**src/rtl/lane_drive_pkg.sv**
```systemverilog
package lane_drive_pkg;

   localparam int LVL_W   = 2;
   localparam int LVL_TOP = 3;

   typedef struct packed {
      logic [LVL_W-1:0] sw;
      logic             sw_max;
      logic [LVL_W-1:0] pre;
      logic             pre_max;
      logic [LVL_W-1:0] pc2;
      logic             pc2_max;
   } lane_drv_t;

   function automatic logic [7:0] set_byte(input lane_drv_t d);
      return {2'b00, d.pre_max, d.pre, d.sw_max, d.sw};
   endfunction

   function automatic logic [3:0] pc2_nibble(input lane_drv_t d);
      return {1'b0, d.pc2_max, d.pc2};
   endfunction

endpackage

```
**src/rtl/ldl_unpack.sv**
```systemverilog
module ldl_unpack #(
   parameter int LANES = 4,
   parameter int CNT_W = 3
) (
   input  logic [LANES*4-1:0] adj_flat,
   input  logic [LANES*2-1:0] pc2_flat,
   input  logic [CNT_W-1:0]   cnt,
   output logic [3:0]         req_nib [LANES],
   output logic [1:0]         pc2_lvl [LANES],
   output logic [LANES-1:0]   active
);
   for (genvar i = 0; i < LANES; i++) begin : g_lane
      // byte i>>1, offset (i&1)*4 coincides with flat nibble i
      assign req_nib[i] = adj_flat[4*i +: 4];
      assign pc2_lvl[i] = pc2_flat[2*i +: 2];
      assign active[i]  = (CNT_W'(i) < cnt);
   end
endmodule

```
**src/rtl/ldl_lane_clamp.sv**
```systemverilog
module ldl_lane_clamp
   import lane_drive_pkg::*;
#(
   parameter bit PC2_EN = 1'b1
) (
   input  logic [3:0] req_nib,
   input  logic [1:0] pc2_req,
   input  logic       active,
   output lane_drv_t  drv
);
   logic [1:0] sw_req, pre_req, sw_ceil;
   lane_drv_t  raw;

   assign sw_req  = req_nib[1:0];
   assign pre_req = req_nib[3:2];
   assign sw_ceil = 2'(LVL_TOP) - pre_req;

   always_comb begin
      raw = '0;
      if (pre_req >= 2'(LVL_TOP)) begin
         raw.pre     = 2'(LVL_TOP);
         raw.pre_max = 1'b1;
         raw.sw      = 2'd0;
         raw.sw_max  = 1'b0;
      end else begin
         raw.pre = pre_req;
         if (sw_req >= sw_ceil) begin
            raw.sw     = sw_ceil;
            raw.sw_max = 1'b1;
         end else begin
            raw.sw = sw_req;
         end
      end
   end

   if (PC2_EN) begin : g_pc2
      lane_drv_t with_pc2;
      always_comb begin
         with_pc2         = raw;
         with_pc2.pc2     = pc2_req;
         with_pc2.pc2_max = (pc2_req >= 2'(LVL_TOP));
      end
      assign drv = active ? with_pc2 : '0;
   end else begin : g_no_pc2
      logic unused_pc2;
      assign unused_pc2 = ^pc2_req;
      assign drv = active ? raw : '0;
   end
endmodule

```
**src/rtl/ldl_pack.sv**
```systemverilog
module ldl_pack
   import lane_drive_pkg::*;
#(
   parameter int LANES = 4
) (
   input  lane_drv_t        drv [LANES],
   output logic [LANES*8-1:0] lane_set,
   output logic [LANES*4-1:0] pc2_set,
   output logic [LANES*2-1:0] drv_swing,
   output logic [LANES*2-1:0] drv_pre,
   output logic [LANES*2-1:0] drv_pc2
);
   for (genvar i = 0; i < LANES; i++) begin : g_lane
      assign lane_set[8*i +: 8]  = set_byte(drv[i]);
      assign pc2_set[4*i +: 4]   = pc2_nibble(drv[i]);
      assign drv_swing[2*i +: 2] = drv[i].sw;
      assign drv_pre[2*i +: 2]   = drv[i].pre;
      assign drv_pc2[2*i +: 2]   = drv[i].pc2;
   end
endmodule

```
**src/rtl/lane_drive_legalizer.sv**
```systemverilog
module lane_drive_legalizer
   import lane_drive_pkg::*;
#(
   parameter int LANES  = 4,
   parameter bit PC2_EN = 1'b1,
   localparam int CNT_W = $clog2(LANES + 1) < 1 ? 1 : $clog2(LANES + 1),
   localparam int ADJ_W = LANES * 4,
   localparam int PC2_W = LANES * 2
) (
   input  logic               clk,
   input  logic               rst_n,
   input  logic               start,
   input  logic [ADJ_W-1:0]   adj_req,
   input  logic [PC2_W-1:0]   pc2_req,
   input  logic [CNT_W-1:0]   lane_cnt,
   output logic               done,
   output logic [LANES*8-1:0] lane_set,
   output logic [LANES*4-1:0] pc2_set,
   output logic [PC2_W-1:0]   drv_swing,
   output logic [PC2_W-1:0]   drv_pre,
   output logic [PC2_W-1:0]   drv_pc2
);
   if (LANES < 2 || (LANES % 2) != 0)
      $error("LANES must be even and at least 2");
   if (LANES > 8)
      $error("LANES above 8 is not supported");

   logic [ADJ_W-1:0] adj_q;
   logic [PC2_W-1:0] pc2_q;
   logic [CNT_W-1:0] cnt_q;
   logic             done_q;

   always_ff @(posedge clk or negedge rst_n) begin
      if (!rst_n) begin
         adj_q  <= '0;
         pc2_q  <= '0;
         cnt_q  <= '0;
         done_q <= 1'b0;
      end else begin
         done_q <= start;
         if (start) begin
            adj_q <= adj_req;
            pc2_q <= pc2_req;
            cnt_q <= lane_cnt;
         end
      end
   end

   logic [3:0]       req_nib [LANES];
   logic [1:0]       pc2_lvl [LANES];
   logic [LANES-1:0] active;
   lane_drv_t        drv     [LANES];

   ldl_unpack #(.LANES(LANES), .CNT_W(CNT_W)) u_unpack (
      .adj_flat (adj_q),
      .pc2_flat (pc2_q),
      .cnt      (cnt_q),
      .req_nib  (req_nib),
      .pc2_lvl  (pc2_lvl),
      .active   (active)
   );

   for (genvar i = 0; i < LANES; i++) begin : g_clamp
      ldl_lane_clamp #(.PC2_EN(PC2_EN)) u_clamp (
         .req_nib (req_nib[i]),
         .pc2_req (pc2_lvl[i]),
         .active  (active[i]),
         .drv     (drv[i])
      );
   end

   ldl_pack #(.LANES(LANES)) u_pack (
      .drv       (drv),
      .lane_set  (lane_set),
      .pc2_set   (pc2_set),
      .drv_swing (drv_swing),
      .drv_pre   (drv_pre),
      .drv_pc2   (drv_pc2)
   );

   assign done = done_q;
endmodule

```
**config.mk**
```make
export PLATFORM = sky130hd
export DESIGN_NAME = lane_drive_legalizer
export DESIGN_NICKNAME = d
export VERILOG_FILES = /design/src/rtl/lane_drive_pkg.sv /design/src/rtl/ldl_unpack.sv /design/src/rtl/ldl_lane_clamp.sv /design/src/rtl/ldl_pack.sv /design/src/rtl/lane_drive_legalizer.sv
export SDC_FILE = /design/constraint.sdc
export NUM_CORES = 1
export LEC_CHECK = 0
export BUFFER_PORTS_ARGS = -buffer_cell sky130_fd_sc_hd__buf_4
export CAP_MARGIN = 20
export CORE_AREA = 2 2 73 75
export DETAILED_ROUTE_END_ITERATION = 12
export DIE_AREA = 0 0 75 77
export HOLD_SLACK_MARGIN = 0.15
export PLACE_DENSITY = 0.83
export SLEW_MARGIN = 20
export SYNTH_ARGS = -nofsm -noshare
export SYNTH_HDL_FRONTEND = slang
export SYNTH_HIERARCHICAL = 1
export SYNTH_SLANG_ARGS = --single-unit
```
**constraint.sdc**
```tcl
create_clock -name clk -period 2.61 [get_ports clk]
set_input_delay 0.3915 -clock clk [delete_from_list [all_inputs] [get_ports clk]]
set_output_delay 0.3915 -clock clk [all_outputs]
set_load 0.05 [all_outputs]
```
### Yosys cells after proc, flatten, opt, wreduce, memory -nomap -nowiden

Index checks and enable logic that the tools add are counted.
W data, S select, Z words.

| storage, ports and cells | value |
|---|---|
| flip-flop bits (word level) | 28 |
| word-level logic and storage cells | 44 |
| output and inout port bits | 73 |

| cells by class | value |
|---|---|
| $lt $le $gt $ge | 16 |
| $add $sub $neg | 4 |
| muxes and demuxes | 20 |

Operator list:

| cell | number |
|---|---|
| $mux W9 | 4 |
| $mux W5 | 4 |
| $ge A2 B2 Y1 const B | 8 |
| $ge A2 B2 Y1 | 4 |
| $mux W1 | 8 |
| $mux W2 | 4 |
| $sub A2 B2 Y2 const A | 4 |
| $lt A1 B3 Y1 const A | 2 |
| $lt A2 B3 Y1 const A | 2 |

### Depth between registers and ports, before layout

| logic depth | value |
|---|---|
| depth in word-level cells | 5 |
| gate-level depth with buffers | 7 |
| depth with buffers taken out | 5 |

### By module

The synthesis kept the hierarchy.

By module, submodules not included:

| module | cells each | area each (sq um) | times used |
|---|---|---|---|
| lane_drive_legalizer | 58 | 1,131.1 | 1 |
| ldl_lane_clamp | 20 | 150.1 | 4 |
| ldl_pack | 73 | 544.3 | 1 |
| ldl_unpack | 28 | 209.0 | 1 |

### Worst setup path before layout

Ideal clock, no wire load.

| path | value |
|---|---|
| kind | flip-flop to output port |
| start | register adj_q[2] |
| end | output port drv_swing[0] |
| stages on the path, launching flop included | 8 |
| arrival time | 1.398 ns |
| slack | 0.820 ns |
| path buffers | 2 |
| path through | dfrtp_1 -> buf_4 -> inv_1 -> ha_1 -> nor2b_4 -> o21a_1 -> o221a_1 -> buf_4 |

RTL lines:

| element | RTL line | RTL |
|---|---|---|
| from (decl) | lane_drive_legalizer.sv:28 | `logic [ADJ_W-1:0] adj_q;` |
| from (signal assigned) | lane_drive_legalizer.sv:42 | `adj_q <= adj_req;` |
| to (decl) | lane_drive_legalizer.sv:19 | `output logic [PC2_W-1:0] drv_swing,` |

### Worst setup path after layout

| path | value |
|---|---|
| start | register cnt_q[2] |
| end | output port lane_set[4] |

| between the ends | value |
|---|---|
| cells in the longest elaborated chain, start to end | 2 |

Ends and longest elaborated chain:

| element | RTL line | RTL |
|---|---|---|
| from (decl) | lane_drive_legalizer.sv:30 | `logic [CNT_W-1:0] cnt_q;` |
| from (signal assigned) | lane_drive_legalizer.sv:44 | `cnt_q <= lane_cnt;` |
| $lt A1 B3 Y1 | ldl_unpack.sv:16 | `assign active[i] = (CNT_W'(i) < cnt);` |
| named net active[0] | lane_drive_legalizer.sv:51 | `logic [LANES-1:0] active;` |
| $mux W9 | ldl_lane_clamp.sv:43 | `assign drv = active ? with_pc2 : '0;` |
| to (decl) | lane_drive_legalizer.sv:17 | `output logic [LANES*8-1:0] lane_set,` |

The timed path passes the listed nets, and every way through them passes these cells.

==> results.tsv <==
metric	value	unit
synthAdderAreaFrac	6.04	%
fin_crit_sh	82.3	%
cap_violations	0	
slowest_delay	0.55	ns
cts_root_buffer	clkbuf_8	
die_h	77	um
insertedDiodeCount	0	
crit_buf_inv	1	
p_leak	1.38	nW
max_clock_freq	0.465	GHz
drt-total-wl	3.92	mm
ys_ff_latch	28	
setup_violations	0	
grt_pass1_wl	6.05	mm
fin_tns_setup	0	ns
syn_inst	239	
fin_skew	0	ns
ff_latch_area	701	um^2
htreeDepth	1	
drv_slew	0	
min_period	2.15	ns
ant_nets	0	
ioPinCount	103	
critPathRequiredTime	2.22	ns
cts_tree	done	
synth-compound-area-share	5.19	%
ys_seq_area_share	28.2	%
wl_per_cell	12.5	um
grt_max_degree	29	
synth-main-ff-cell	dfrtp_1	
place.gp.congestion	0.744	
ir_worst_vdd	0.281	mV
cts_num_sinks	28	
cts_setup_buffers	0	
start_util	49.9	%
status	complete, no violations	
async_reset_ff_share	100	%
fill_cells	466	
yosys-mux-area-fraction	15.3	%
slowest_stage	or3_1	
grt_usage	13.3	%
grtUsageMet1	15.8	%
synth_warnings	6	
worst_setup_path_start_kind	register	
cts_made_buffers	3	
drtIter0Drc	34	
vias	1434	
netlist_area	2480	um^2
numPortBuffers	90	
viasPerCell	4.55	
multi_input_area	1000	um^2
clock_path_buffers	2	
yosysUniqueCellTypes	19	
synth_top_family_by_area	buffers and inverters	
core	4980	um^2
fin_nets	288	
path_cells	or3_1, and2_1, buf_4	
power.density	684	nW/um^2
drive_gt1_share	53.1	%
grt_use_met3	2.23	%
antenna_found_initial	0	
crit_arrival	1.76	ns
dr.pass1.iters	3	
cts_resized	0	
die-area	5780	um^2
synth_edf_count	0	
hpwl	3.12	mm
grt_pass1_vias	1305	
holdWs	0.337	ns
min_path_type	in2reg	
rsz0062_at_grt	no	
drc_errors	0	
yosys.area_share.simple	12.0	%
overflow	0	
die_x	75	um
endpoint_kind	output port	
syn_to_final_growth	3.63	%
synthXorXnorAreaFrac	0	%
insertion_delay	0.27	ns
cp_top_family	simple AND/OR/NAND/NOR gates	
path_max_fanout	13	
use_met2	23.8	%
grt.busiest_layer	met2	
clkTransAtPathRegs	0.10	ns
hold_violations	0	
rows	26	
syn_area_per_cell	10.4	um^2
worstSetupPathType	reg2out	
## per-layer routing
layer / vias up / routed length, um
met5: - / 0
met2: 59 / 2020
met3: 5 / 253
met4: 0 / 37
met1: 681 / 1610
li1: 689 / -
## cell usage after synthesis, drive strengths merged (4+ instances only)
master / count / area [um^2]
o221a: 8 / 90.1
inv: 12 / 45.0
o21a: 4 / 30.0
ha: 12 / 150
and2: 20 / 125
nor2b: 4 / 55.1
nor2: 8 / 30.0
mux2: 27 / 379
or2: 5 / 31.3
dfrtp: 28 / 701
buf: 100 / 780
and3: 8 / 50.1
## cells by family (layout without fill, tap and decap cells)
| group | count (synthesis) | count (layout) |
|---|---|---|
| compound gates | 13 | 13 |
| simple gates | 46 | 46 |
| mux | 27 | 27 |
| other cells | 1 | 12 |
| flops | 28 | 28 |
| buf+inv | 112 | 107 |
| fa+ha+maj | 12 | 12 |
## final timing paths
kind | from | end | slack (ns) | cells after the start
max | cnt_q[2] | lane_set[4] | 0.46 | 3
min | adj_req[12] | adj_q[12] | 0.34 | 2
max reg2reg | cnt_q[2] | cnt_q[2] | 1.67 | 1
min reg2reg | pc2_q[3] | pc2_q[3] | 0.53 | 1
max in group asynchronous | rst_n | adj_q[5] | 1.77 | 2
min in group asynchronous | rst_n | adj_q[8] | 0.57 | 2
## sequential cells by signal, indices dropped and copies added (netlist names)
name	flops
cnt_q	3
adj_q	16
pc2_q	8
done	1
## power breakdown
part	leakage, nW	switching [mW]	internal (mW)
clock	0.0288	0.135	0.135
combinational	1.02	0.644	0.329
sequential	0.327	0.0428	0.476
total	1.38	0.822	0.940
## per-stage QoR
stage | cells | setup WS [ns] | area (um^2) | util (%) | power (mW)
finish | 315 | 0.462 | 2570 | 51.7 | 1.76
floorplan | 250 | 0.820 | 2530 | - | 1.48
detailed placement | 310 | 0.758 | 2510 | 50.4 | 1.51
global placement | 310 | 0.795 | 2510 | 50.4 | 1.49
CTS | 315 | 0.441 | 2570 | 51.7 | 1.78
global route | 315 | 0.350 | 2570 | 51.7 | 1.85
## cells in the final DEF (no fill, tap or decap)
cell type	Yosys	routed
o221a_1	4	4
buf_4	97	90
dlygate4sd3_1	0	1
inv_1	12	12
or3_1	1	1
nor2_1	8	8
a21o_2	1	1
o221a_2	4	4
ha_1	12	12
dfrtp_1	28	28
or2_1	5	5
and3_1	8	8
mux2_2	7	7
clkbuf_8	0	4
mux2_4	20	20
conb_1	1	12
o21a_1	4	4
nor2b_4	4	4
and2_1	20	20
## layout make-up
class                      instances  area share, %
tap                               70           3.40
multi-input combinational        110           38.9
sequential                        28           27.2
timing repair buffer              91           26.6
clock buffer                       4           2.14
inverter                          12           1.75
## repair_timing
| action | CTS | global route |
|---|---|---|
| endpoints found under the hold margin | 28 | 0 |
| hold buffers | 1 | 0 |
| setup endpoints to repair | 0 | 0 |
(Power assumes the default switching activity.)
